$ cat src/rtl/dsc_pkg.sv
package dsc_pkg;

  typedef enum logic [2:0] {
    ERR_NONE     = 3'd0,
    ERR_READ     = 3'd1,
    ERR_PREAMBLE = 3'd2,
    ERR_CHECKSUM = 3'd3,
    ERR_DONE     = 3'd4
  } err_kind_e;

  localparam logic [7:0] SIGNATURE = 8'hA5;

  // control word bit positions
  localparam int CB_IRQ    = 8;
  localparam int CB_WB     = 9;
  localparam int CB_IGNORE = 10;
  localparam int CB_LAST   = 19;
  localparam int CB_CSUM   = 20;
  localparam int CB_LFRAME = 21;

  // error layout base bits, offset by channel
  localparam int BASE_READ  = 1;
  localparam int BASE_SIG   = 7;
  localparam int BASE_CSUM  = 13;
  localparam int BASE_DONE  = 25;

  typedef struct packed {
    logic [7:0] sig;
    logic       irq;
    logic       wb;
    logic       ignore;
    logic       last;
    logic       csum_en;
    logic       lframe;
  } ctl_t;

endpackage

$ cat src/rtl/dsc_accum.sv
module dsc_accum
  import dsc_pkg::*;
#(
  parameter int WORD_W    = 32,
  parameter int N_WORDS   = 16,
  parameter int CH_W      = 3,
  parameter int FLAG_WORD = 5
) (
  input  logic              clk,
  input  logic              rst,
  input  logic              clear,
  input  logic              take,
  input  logic [WORD_W-1:0] data,
  input  logic [CH_W-1:0]   ch_in,
  output ctl_t              ctl_q,
  output logic [WORD_W-1:0] sum_q,
  output logic              flag_q,
  output logic [CH_W-1:0]   ch_q,
  output logic              on_last
);
  localparam int CNT_W = $clog2(N_WORDS);
  localparam logic [CNT_W-1:0] LAST_IDX = CNT_W'(N_WORDS - 1);
  localparam logic [CNT_W-1:0] FLAG_IDX = CNT_W'(FLAG_WORD);

  logic [CNT_W-1:0] cnt_q;

  assign on_last = (cnt_q == LAST_IDX);

  always_ff @(posedge clk) begin
    if (rst || clear) begin
      cnt_q <= '0;
      sum_q <= '0;
    end else if (take) begin
      if (on_last) begin
        cnt_q <= '0;
        sum_q <= '0;
      end else begin
        cnt_q <= cnt_q + 1'b1;
        sum_q <= sum_q + data;
      end
    end
  end

  always_ff @(posedge clk) begin
    if (rst) begin
      ctl_q  <= '0;
      flag_q <= 1'b0;
      ch_q   <= '0;
    end else if (take) begin
      if (cnt_q == '0) begin
        ctl_q.sig     <= data[7:0];
        ctl_q.irq     <= data[CB_IRQ];
        ctl_q.wb      <= data[CB_WB];
        ctl_q.ignore  <= data[CB_IGNORE];
        ctl_q.last    <= data[CB_LAST];
        ctl_q.csum_en <= data[CB_CSUM];
        ctl_q.lframe  <= data[CB_LFRAME];
        ch_q          <= ch_in;
      end
      if (cnt_q == FLAG_IDX) begin
        flag_q <= data[WORD_W-1];
      end
    end
  end

endmodule

$ cat src/rtl/dsc_judge.sv
module dsc_judge
  import dsc_pkg::*;
#(
  parameter int WORD_W = 32,
  parameter int CH_W   = 3,
  parameter int NUM_CH = 6
) (
  input  logic              read_fail,
  input  logic [7:0]        sig,
  input  logic              csum_en,
  input  logic              ignore,
  input  logic              flag,
  input  logic [WORD_W-1:0] sum,
  input  logic [WORD_W-1:0] check,
  input  logic [CH_W-1:0]   ch,
  output err_kind_e         kind,
  output logic [WORD_W-1:0] vec
);
  logic [NUM_CH-1:0] ch_hot;
  logic [5:0]        base;

  for (genvar g = 0; g < NUM_CH; g++) begin : g_hot
    assign ch_hot[g] = (ch == CH_W'(g));
  end

  always_comb begin
    kind = ERR_NONE;
    base = 6'd0;
    if (read_fail) begin
      kind = ERR_READ;
      base = 6'(BASE_READ);
    end else if (sig != SIGNATURE) begin
      kind = ERR_PREAMBLE;
      base = 6'(BASE_SIG);
    end else if (csum_en && (sum != check)) begin
      kind = ERR_CHECKSUM;
      base = 6'(BASE_CSUM);
    end else if (flag && !ignore) begin
      kind = ERR_DONE;
      base = 6'(BASE_DONE);
    end
  end

  assign vec = (kind == ERR_NONE) ? '0 : (WORD_W'(ch_hot) << base);

endmodule

$ cat src/rtl/dsc_check.sv
module dsc_check
  import dsc_pkg::*;
#(
  parameter int WORD_W    = 32,
  parameter int N_WORDS   = 16,
  parameter int NUM_CH    = 6,
  parameter int FLAG_WORD = 5,
  parameter int CH_W      = 3
) (
  input  logic              clk,
  input  logic              rst,
  input  logic [CH_W-1:0]   ch_sel,
  input  logic              word_valid,
  input  logic [WORD_W-1:0] word_data,
  output logic              word_ready,
  input  logic              abort,
  input  logic              rd_fail,
  input  logic              verdict_ready,
  output logic              verdict_valid,
  output logic              pass,
  output logic [2:0]        err_kind,
  output logic [WORD_W-1:0] err_vec,
  output logic              last_desc,
  output logic              last_frame,
  output logic              chain_end,
  output logic              want_irq,
  output logic              want_wb
);
  ctl_t              ctl_q;
  logic [WORD_W-1:0] sum_q;
  logic              flag_q;
  logic [CH_W-1:0]   ch_q;
  logic              on_last;
  logic              take, finish, rd_evt, clear;
  err_kind_e         kind;
  logic [WORD_W-1:0] vec;

  assign word_ready = !verdict_valid;
  assign take   = word_valid && word_ready && !abort && !rd_fail;
  assign finish = take && on_last;
  assign rd_evt = rd_fail && word_ready && !abort;
  assign clear  = abort || rd_evt;

  dsc_accum #(
    .WORD_W(WORD_W), .N_WORDS(N_WORDS), .CH_W(CH_W), .FLAG_WORD(FLAG_WORD)
  ) u_accum (
    .clk(clk), .rst(rst), .clear(clear), .take(take), .data(word_data),
    .ch_in(ch_sel), .ctl_q(ctl_q), .sum_q(sum_q), .flag_q(flag_q),
    .ch_q(ch_q), .on_last(on_last)
  );

  dsc_judge #(
    .WORD_W(WORD_W), .CH_W(CH_W), .NUM_CH(NUM_CH)
  ) u_judge (
    .read_fail(rd_evt), .sig(ctl_q.sig), .csum_en(ctl_q.csum_en),
    .ignore(ctl_q.ignore), .flag(flag_q), .sum(sum_q), .check(word_data),
    .ch(rd_evt ? ch_sel : ch_q), .kind(kind), .vec(vec)
  );

  always_ff @(posedge clk) begin
    if (rst) begin
      verdict_valid <= 1'b0;
      pass          <= 1'b0;
      err_kind      <= ERR_NONE;
      err_vec       <= '0;
      last_desc     <= 1'b0;
      last_frame    <= 1'b0;
      chain_end     <= 1'b0;
      want_irq      <= 1'b0;
      want_wb       <= 1'b0;
    end else if (verdict_valid) begin
      if (verdict_ready) verdict_valid <= 1'b0;
    end else if (finish || rd_evt) begin
      verdict_valid <= 1'b1;
      pass          <= (kind == ERR_NONE);
      err_kind      <= kind;
      err_vec       <= vec;
      last_desc     <= !rd_evt && ctl_q.last;
      last_frame    <= !rd_evt && ctl_q.lframe;
      chain_end     <= !rd_evt && (ctl_q.last || ctl_q.lframe);
      want_irq      <= !rd_evt && ctl_q.irq;
      want_wb       <= !rd_evt && ctl_q.wb;
    end
  end

endmodule

$ cat config.mk
export PLATFORM = sky130hd
export DESIGN_NAME = dsc_check
export DESIGN_NICKNAME = d
export VERILOG_FILES = /design/src/rtl/dsc_pkg.sv /design/src/rtl/dsc_accum.sv /design/src/rtl/dsc_judge.sv /design/src/rtl/dsc_check.sv
export SDC_FILE = /design/constraint.sdc
export NUM_CORES = 1
export LEC_CHECK = 0
export BUFFER_PORTS_ARGS = -buffer_cell sky130_fd_sc_hd__buf_2
export CAP_MARGIN = 40
export CORE_UTILIZATION = 55
export CTS_CLUSTER_SIZE = 24
export DETAILED_ROUTE_END_ITERATION = 8
export HOLD_SLACK_MARGIN = 0.15
export PLACE_DENSITY = 0.75
export SLEW_MARGIN = 20
export SYNTH_ARGS = -nofsm -noshare
export SYNTH_HDL_FRONTEND = slang
export SYNTH_SLANG_ARGS = --single-unit
$ cat constraint.sdc
create_clock -name clk -period 5.4 [get_ports clk]
set_clock_uncertainty 0.05 [all_clocks]
set_input_delay 0.27 -clock clk [delete_from_list [all_inputs] [get_ports clk]]
set_output_delay 0.27 -clock clk [all_outputs]
set_load 0.02 [all_outputs]
# --- Word-level counts from Yosys, hierarchy flattened ---
# Index checks and enable logic that the tools add are counted.
classes:
  add_sub_neg: 2
  n_mul: 0
  div_mod_pow: 0
  n_lt_le_gt_ge: 0
  n_eq_ne: 9
  n_shift: 1
  mux: 15
  n_bitwise: 1
  n_reduce_logical: 28
ops:
  columns: ["operator", "n"]
  rows:
  - ["2-to-1 mux 32 bit", 2]
  - ["adder 32 bit", 1]
  - ["inequality test 32 bit", 1]
  - ["left shift 6 x 6 -> 32 bit", 1]
  - ["2-to-1 mux 6 bit", 3]
  - ["2-to-1 mux 3 bit", 5]
  - ["logical AND 1 bit", 13]
  - ["inequality test 8 bit (second input constant)", 1]
  - ["== test 3 x 2 -> 1 bit (second input constant)", 2]
  - ["== test 3 bit (second input constant)", 2]
  - ["logical NOT 3 bit", 2]
  - ["AND reduction 2 bit", 3]
  - ["logical NOT 1 bit", 5]
  - ["2-to-1 mux 5 bit", 1]
  - ["adder 4 x 1 -> 4 bit (second input constant)", 1]
  - ["== test 4 x 3 -> 1 bit (second input constant)", 1]
  - ["== test 4 bit (second input constant)", 1]
  - ["logical NOT 4 bit", 1]
  - ["logical OR 1 bit", 4]
  - ["2-to-1 mux 4 bit", 1]
  - ["== test 3 x 1 -> 1 bit (second input constant)", 1]
  - ["2-to-1 mux 1 bit", 3]
  - ["inverter 1 bit", 1]
word_totals:
  reg_bits: 96
  latchBits: 0
  ramBits: 0
  mem_bits_ro: 0
  in_bits: 41
  output_inout_bits: 43
  wordCells: 76
  n_memories: 0

# --- Depth between registers and ports, before layout ---
logic_depth:
  word_depth: 8
  ltp_mapped: 11
  depth_no_buf: 11

# --- Hierarchy ---
# From an unflattened synthesis, not the netlist that was laid out.
hier_totals:
  cells_unflattened: 746
  hier_area_um2: 6222.2
modules_own_cells:
  columns: ["module", "n_inst", "cells_per_inst", "area_per_inst_um2", "seq_area_each_um2"]
  rows:
  - ["dsc_accum", 1, 464, 3726.1, 1081.0]
  - ["dsc_check", 1, 187, 1757.9, 840.8]
  - ["dsc_judge", 1, 95, 738.2, 0.0]

# --- Worst setup path before layout ---
# No wires, ideal clock.
synth_path:
  kind: "register -> register"
  startpoint: "register u_accum.sum_q[0]"
  endpoint: "register u_accum.sum_q[30]"
  setup_ps: 62
  t_arrival_ps: 2457
  required_time_ps: 5288
  path_slack_ps: 2831
  stages_incl_launch_ff: 12
  path_buffers: 0
  period_less_slack_ps: 2569
  cell_sequence: "dfxtp_1 ha_1 inv_1 fa_1 nor2b_1 o311ai_2 a311oi_2 o21ai_0 a311oi_1 o2111ai_1 a211o_1 nand3_1"
synth_between:
  elab_chain_cells: 2
synth_rtl:
  columns: ["element", "line_no", "rtl"]
  rows:
  - ["from (decl)", "dsc_accum.sv:16", "output logic [WORD_W-1:0] sum_q,"]
  - ["from (signal assigned)", "dsc_accum.sv:39", "sum_q <= sum_q + data;"]
  - ["adder 32 bit", "dsc_accum.sv:39", null]
  - ["2-to-1 mux 32 bit", "dsc_accum.sv:34", "if (on_last) begin"]
# Every way passes these cells.
# A chain may end at the register's enable or synchronous reset.

# --- Worst setup path in the final report ---
layout_path:
  startpoint: "input port word_data[3]"
  endpoint: "register err_vec[25]"
layout_between:
  elab_chain_cells: 7
  elab_cells_between_ends: 11
  cone_classes: "eq/ne: 1; shift: 1; mux: 7; reduce/logical: 2"
layout_rtl:
  columns: ["element", "line_no", "rtl"]
  rows:
  - ["from (decl)", "dsc_check.sv:14", "input logic [WORD_W-1:0] word_data,"]
  - ["inequality test 32 bit (*)", "dsc_judge.sv:35", "end else if (csum_en && (sum != check)) begin"]
  - ["logical AND 1 bit (*)", "dsc_judge.sv:35", null]
  - ["2-to-1 mux 6 bit / 2-to-1 mux 3 bit (equally long branches)", "dsc_judge.sv:35", null]
  - ["2-to-1 mux 6 bit / 2-to-1 mux 3 bit (equally long branches)", "dsc_judge.sv:32", "end else if (sig != SIGNATURE) begin"]
  - ["2-to-1 mux 6 bit / 2-to-1 mux 3 bit (equally long branches)", "dsc_judge.sv:29", "if (read_fail) begin"]
  - ["left shift 6 x 6 -> 32 bit / logical NOT 3 bit (equally long branches)", "dsc_judge.sv:44", "assign vec = (kind == ERR_NONE) ? '0 : (WORD_W'(ch_hot) << base);"]
  - ["2-to-1 mux 32 bit (*)", "dsc_judge.sv:44", null]
  - ["to (signal assigned)", "dsc_check.sv:77", "err_vec <= vec;"]
  - ["to (decl)", "dsc_check.sv:22", "output logic [WORD_W-1:0] err_vec,"]
# Mark *: on every way between the ends. The rest lies on a longest branch, timed or not.

==> PnR_summary.wiki <==
{| class="wikitable"
! Metric !! Value
|-
| Overall via count from detail_route || 5109
|-
| Sw Pwr || 0.000402 W
|-
| Number of global-route vias before repair || 4687
|-
| Via density per instance || 5.87
|-
| Number of remaining DRC errors || 0
|-
| Accumulated negative setup slack || 0 ns
|-
| Net count after synthesis || 726
|-
| Setup repair after global routing missed its margin || no
|-
| Warnings, synthesis || 0
|-
| Sequential Power Share || 53.0%
|-
| Headroom to the max-slew limit || 47.5%
|-
| Core Box Area || 9280 sq um
|-
| Element type at the critical path start || input port
|-
| Number of placement rows || 35
|-
| H-tree depth reported by CTS || 3
|-
| Leakage || 2.56 nW
|-
| Non-filler cells, final || 870
|-
| Routed wirelength normalized by instance count || 15.7 um
|-
| Routability congestion estimate || 0.879
|-
| Maximum clock insertion buffer count || 2
|-
| Proportion of power drawn by combinational gates || 13.3%
|-
| Fmax || 0.298 GHz
|-
| Die area || 10000 sq um
|-
| Fraction of post-synthesis cell area in the top cell type by area || 36.2%
|-
| WP data arrival || 3.63 ns
|-
| Cell accounting for the most synthesized area || sky130_fd_sc_hd__dfxtp_1
|-
| Outcome || complete, no violations
|-
| Number of storage elements in the synthesis netlist || 96
|-
| Share of synthesized area occupied by flip-flops and latches || 36.2%
|-
| Worst hold path type || input port to flip-flop
|-
| Clock latency of the later-clocked register in the worst-skew pair || 0.38 ns
|-
| Cell types occupying the most area after synthesis || sky130_fd_sc_hd__dfxtp_1 (36%), sky130_fd_sc_hd__ha_1 (8.0%), sky130_fd_sc_hd__nand2_1 (6.8%)
|-
| Switching power share of the total || 29.3%
|-
| Clock buffer count from CTS || 9
|-
| Drt first pass iters || 5
|-
| Filler Cell Count || 803
|-
| Clk sinks || 96
|-
| Die X-Extent || 100 um
|-
| Peak supply drop || 0.119 mV
|-
| Number of nets with antenna violations after routing || 0
|-
| Final clock period utilization by the worst path || 62.2%
|-
| Internal power contribution || 0.000967 W
|-
| Endpoint class of the critical path || flip-flop
|-
| Total count of hold-check failures in the final report || 0
|-
| Final setup vio count || 0
|-
| Number of design-rule violations left by the first detailed-router iteration || 249
|-
| Root buf cell || sky130_fd_sc_hd__clkbuf_8
|-
| # nets final || 812
|-
| Netlist cell types || 68
|-
| Fraction of layout cells with a size suffix above 1 || 16.9%
|-
| Number of ports placed on the die boundary || 84
|-
| IO buf count || 83
|-
| Cell count after placement || 835
|-
| Most frequently used flop master after synthesis || sky130_fd_sc_hd__dfxtp_1
|-
| Number of flops mapped to enable cells by yosys || 0
|-
| Proportion of register bits with asynchronous set or reset after synthesis || 0%
|-
| Synthesized instance count || 650
|-
| GRT overflow || 0
|-
| Max-slew violation count || 0
|-
| Max capacitance violation total || 0
|-
| Overall fraction of global-route tracks in use || 28.0%
|-
| Post-synthesis cell area || 5310 sq um
|-
| Detailed-route wire length || 13600 um
|-
| Required time at the endpoint of the critical path || 5.67 ns
|-
| Share of total power in the clock network || 33.7%
|-
| Initial antenna violation count || 0
|-
| Tightest Pin Transition || 0.787 ns
|-
| Half-perimeter wire length after placement || 9860 um
|-
| Critical setup path kind || input port to flip-flop
|-
| Final critical delay including setup and external delays || 3.36 ns
|-
| Initial Util || 57.2%
|-
| Wire length of the first global-routing pass || 22300 um
|-
| Crit-path max FO || 10
|-
| Maximum number of pins on one net before global-route repair || 51
|-
| # resized after CTS || 0
|-
| Clock slew at reported path FFs || 0.10 ns
|-
| Antenna Cells || 0
|-
| Clock tree from TritonCTS || done
|-
| Relative area change from synthesis to final layout || 16.2%
|-
| Die outline height || 100 um
|-
| Power per cell area || 222 nW/um^2
|-
| Avg Cell Area, Syn || 8.16 sq um
|}
-- state kept, by name, summed over array words and instances (netlist names) --
| register | cells |
|---|---|
| u_accum.cnt_q | 4 |
| last_desc | 1 |
| u_accum.ch_q | 3 |
| verdict_valid | 1 |
| u_accum.ctl_q | 14 |
| want_irq | 1 |
| chain_end | 1 |
| err_kind | 3 |
| want_wb | 1 |
| pass | 1 |
| u_accum.sum_q | 32 |
| err_vec | 32 |
| last_frame | 1 |
| u_accum.flag_q | 1 |
-- path summary, 6_finish.rpt --
| check | start | to | slack, ns | cells after the start |
|---|---|---|---|---|
| worst max register to register | verdict_valid$_SDFF_PP0_ | err_vec[18]$_SDFFE_PP0P_ | 2.18 | 8 |
| worst min register to register | err_vec[5]$_SDFFE_PP0P_ | err_vec[5]$_SDFFE_PP0P_ | 0.40 | 2 |
| worst min-delay path | word_data[31] | u_accum.flag_q$_SDFFE_PP0P_ | 0.17 | 3 |
| worst max-delay path | word_data[3] | err_vec[25]$_SDFFE_PP0P_ | 2.04 | 11 |
-- layer usage --
layer | vias to the layer above | track usage [%] | share of wire (%)
met1 | 2365 | 35.5 | 44
met2 | 206 | 46.7 | 47
met4 | 0 | 12.8 | 3.0
met5 | - | 0 | 0
met3 | 32 | 4.32 | 6.0
li1 | 2506 | - | -
-- logic make-up after synthesis --
group / synth area share [%]
DFF: 36.2
and+or+nand+nor: 23.9
xor gates and xnor gates: 4.13
muxes: 1.16
AOI/OAI and AO/OA: 22.4
buffers and inverters: 3.80
adders and majority gates: 8.39
-- synthesized netlist by cell type (6+ instances only) --
cell,instances
sky130_fd_sc_hd__or3_1,6
sky130_fd_sc_hd__o21ai_0,28
sky130_fd_sc_hd__ha_1,34
sky130_fd_sc_hd__a22oi_1,19
sky130_fd_sc_hd__xnor2_1,13
sky130_fd_sc_hd__nand2_1,96
sky130_fd_sc_hd__xor2_1,12
sky130_fd_sc_hd__nand3_1,22
sky130_fd_sc_hd__a22o_1,6
sky130_fd_sc_hd__nor2_1,63
sky130_fd_sc_hd__nor3_1,10
sky130_fd_sc_hd__inv_1,15
sky130_fd_sc_hd__o211ai_1,6
sky130_fd_sc_hd__dfxtp_1,96
sky130_fd_sc_hd__a21o_1,8
sky130_fd_sc_hd__a21oi_1,71
sky130_fd_sc_hd__and2_1,13
sky130_fd_sc_hd__nand4_1,9
sky130_fd_sc_hd__clkbuf_1,25
-- power by group through the flow --
stage | registers, W | logic, W | clock network, W
floorplan | 0.000744 | 0.000112 | 0
CTS | 0.000726 | 0.000177 | 0.000464
global route | 0.000727 | 0.000198 | 0.000501
global placement | 0.000741 | 0.000161 | 0
detailed placement | 0.000742 | 0.000166 | 0
finish | 0.000726 | 0.000182 | 0.000462
-- critical path: stages --
cell and delay [ns]:
sky130_fd_sc_hd__dlygate4sd3_1 0.52, sky130_fd_sc_hd__buf_2 0.13, sky130_fd_sc_hd__ha_1 0.35, sky130_fd_sc_hd__nor4_1 0.40, sky130_fd_sc_hd__nand4_1 0.20, sky130_fd_sc_hd__o31ai_4 0.51, sky130_fd_sc_hd__nand3_4 0.18, sky130_fd_sc_hd__xor2_1 0.38
sky130_fd_sc_hd__nand2_1 0.10, sky130_fd_sc_hd__nor3_1 0.37, sky130_fd_sc_hd__a22o_1 0.21
-- through the flow --
stage	total power (W)	setup slack [ns]	utilization [%]	instance area, sq um	hold WS [ns]
2_1_floorplan	0.000857	2.83	-	5310	0.356
3_3_place_gp	0.000903	2.14	62.1	5760	0.387
3_5_place_dp	0.000908	2.17	62.2	5780	0.383
4_1_cts	0.00137	2.04	66.2	6150	0.177
5_1_grt	0.00143	1.82	66.4	6170	0.182
6_report	0.00137	2.04	66.4	6170	0.171
-- cell type report --
type | count | area, sq um | share of cell area (%)
clock buffers | 10 | 128 | 2.07
inverters | 15 | 56.3 | 0.913
repair buffers | 106 | 649 | 10.5
clock inverters | 6 | 62.6 | 1.01
well taps | 129 | 161 | 2.62
flip-flops and latches | 96 | 1920 | 31.2
multi-input cells | 508 | 3190 | 51.7
-- repair_timing --
item / 4_1_cts / 5_1_grt
endpoints found under the hold margin: 18 / 0
hold buffers: 18 / 0
setup buffers: 0 / 0
-- layout by cell type (no fill, tap or decap), drive strengths merged, types with 12 or more instances in the layout --
master / netlist / final
buf: 5 / 88
a21oi: 73 / 73
o21ai: 31 / 31
dfxtp: 96 / 96
nor2: 63 / 63
xor2: 12 / 12
and2: 14 / 14
nand3: 24 / 24
a22oi: 19 / 19
nor3: 12 / 12
xnor2: 13 / 13
ha: 34 / 34
nand2: 96 / 96
inv: 15 / 17
dlygate4sd3: 0 / 18
(Power assumes the default switching activity.)
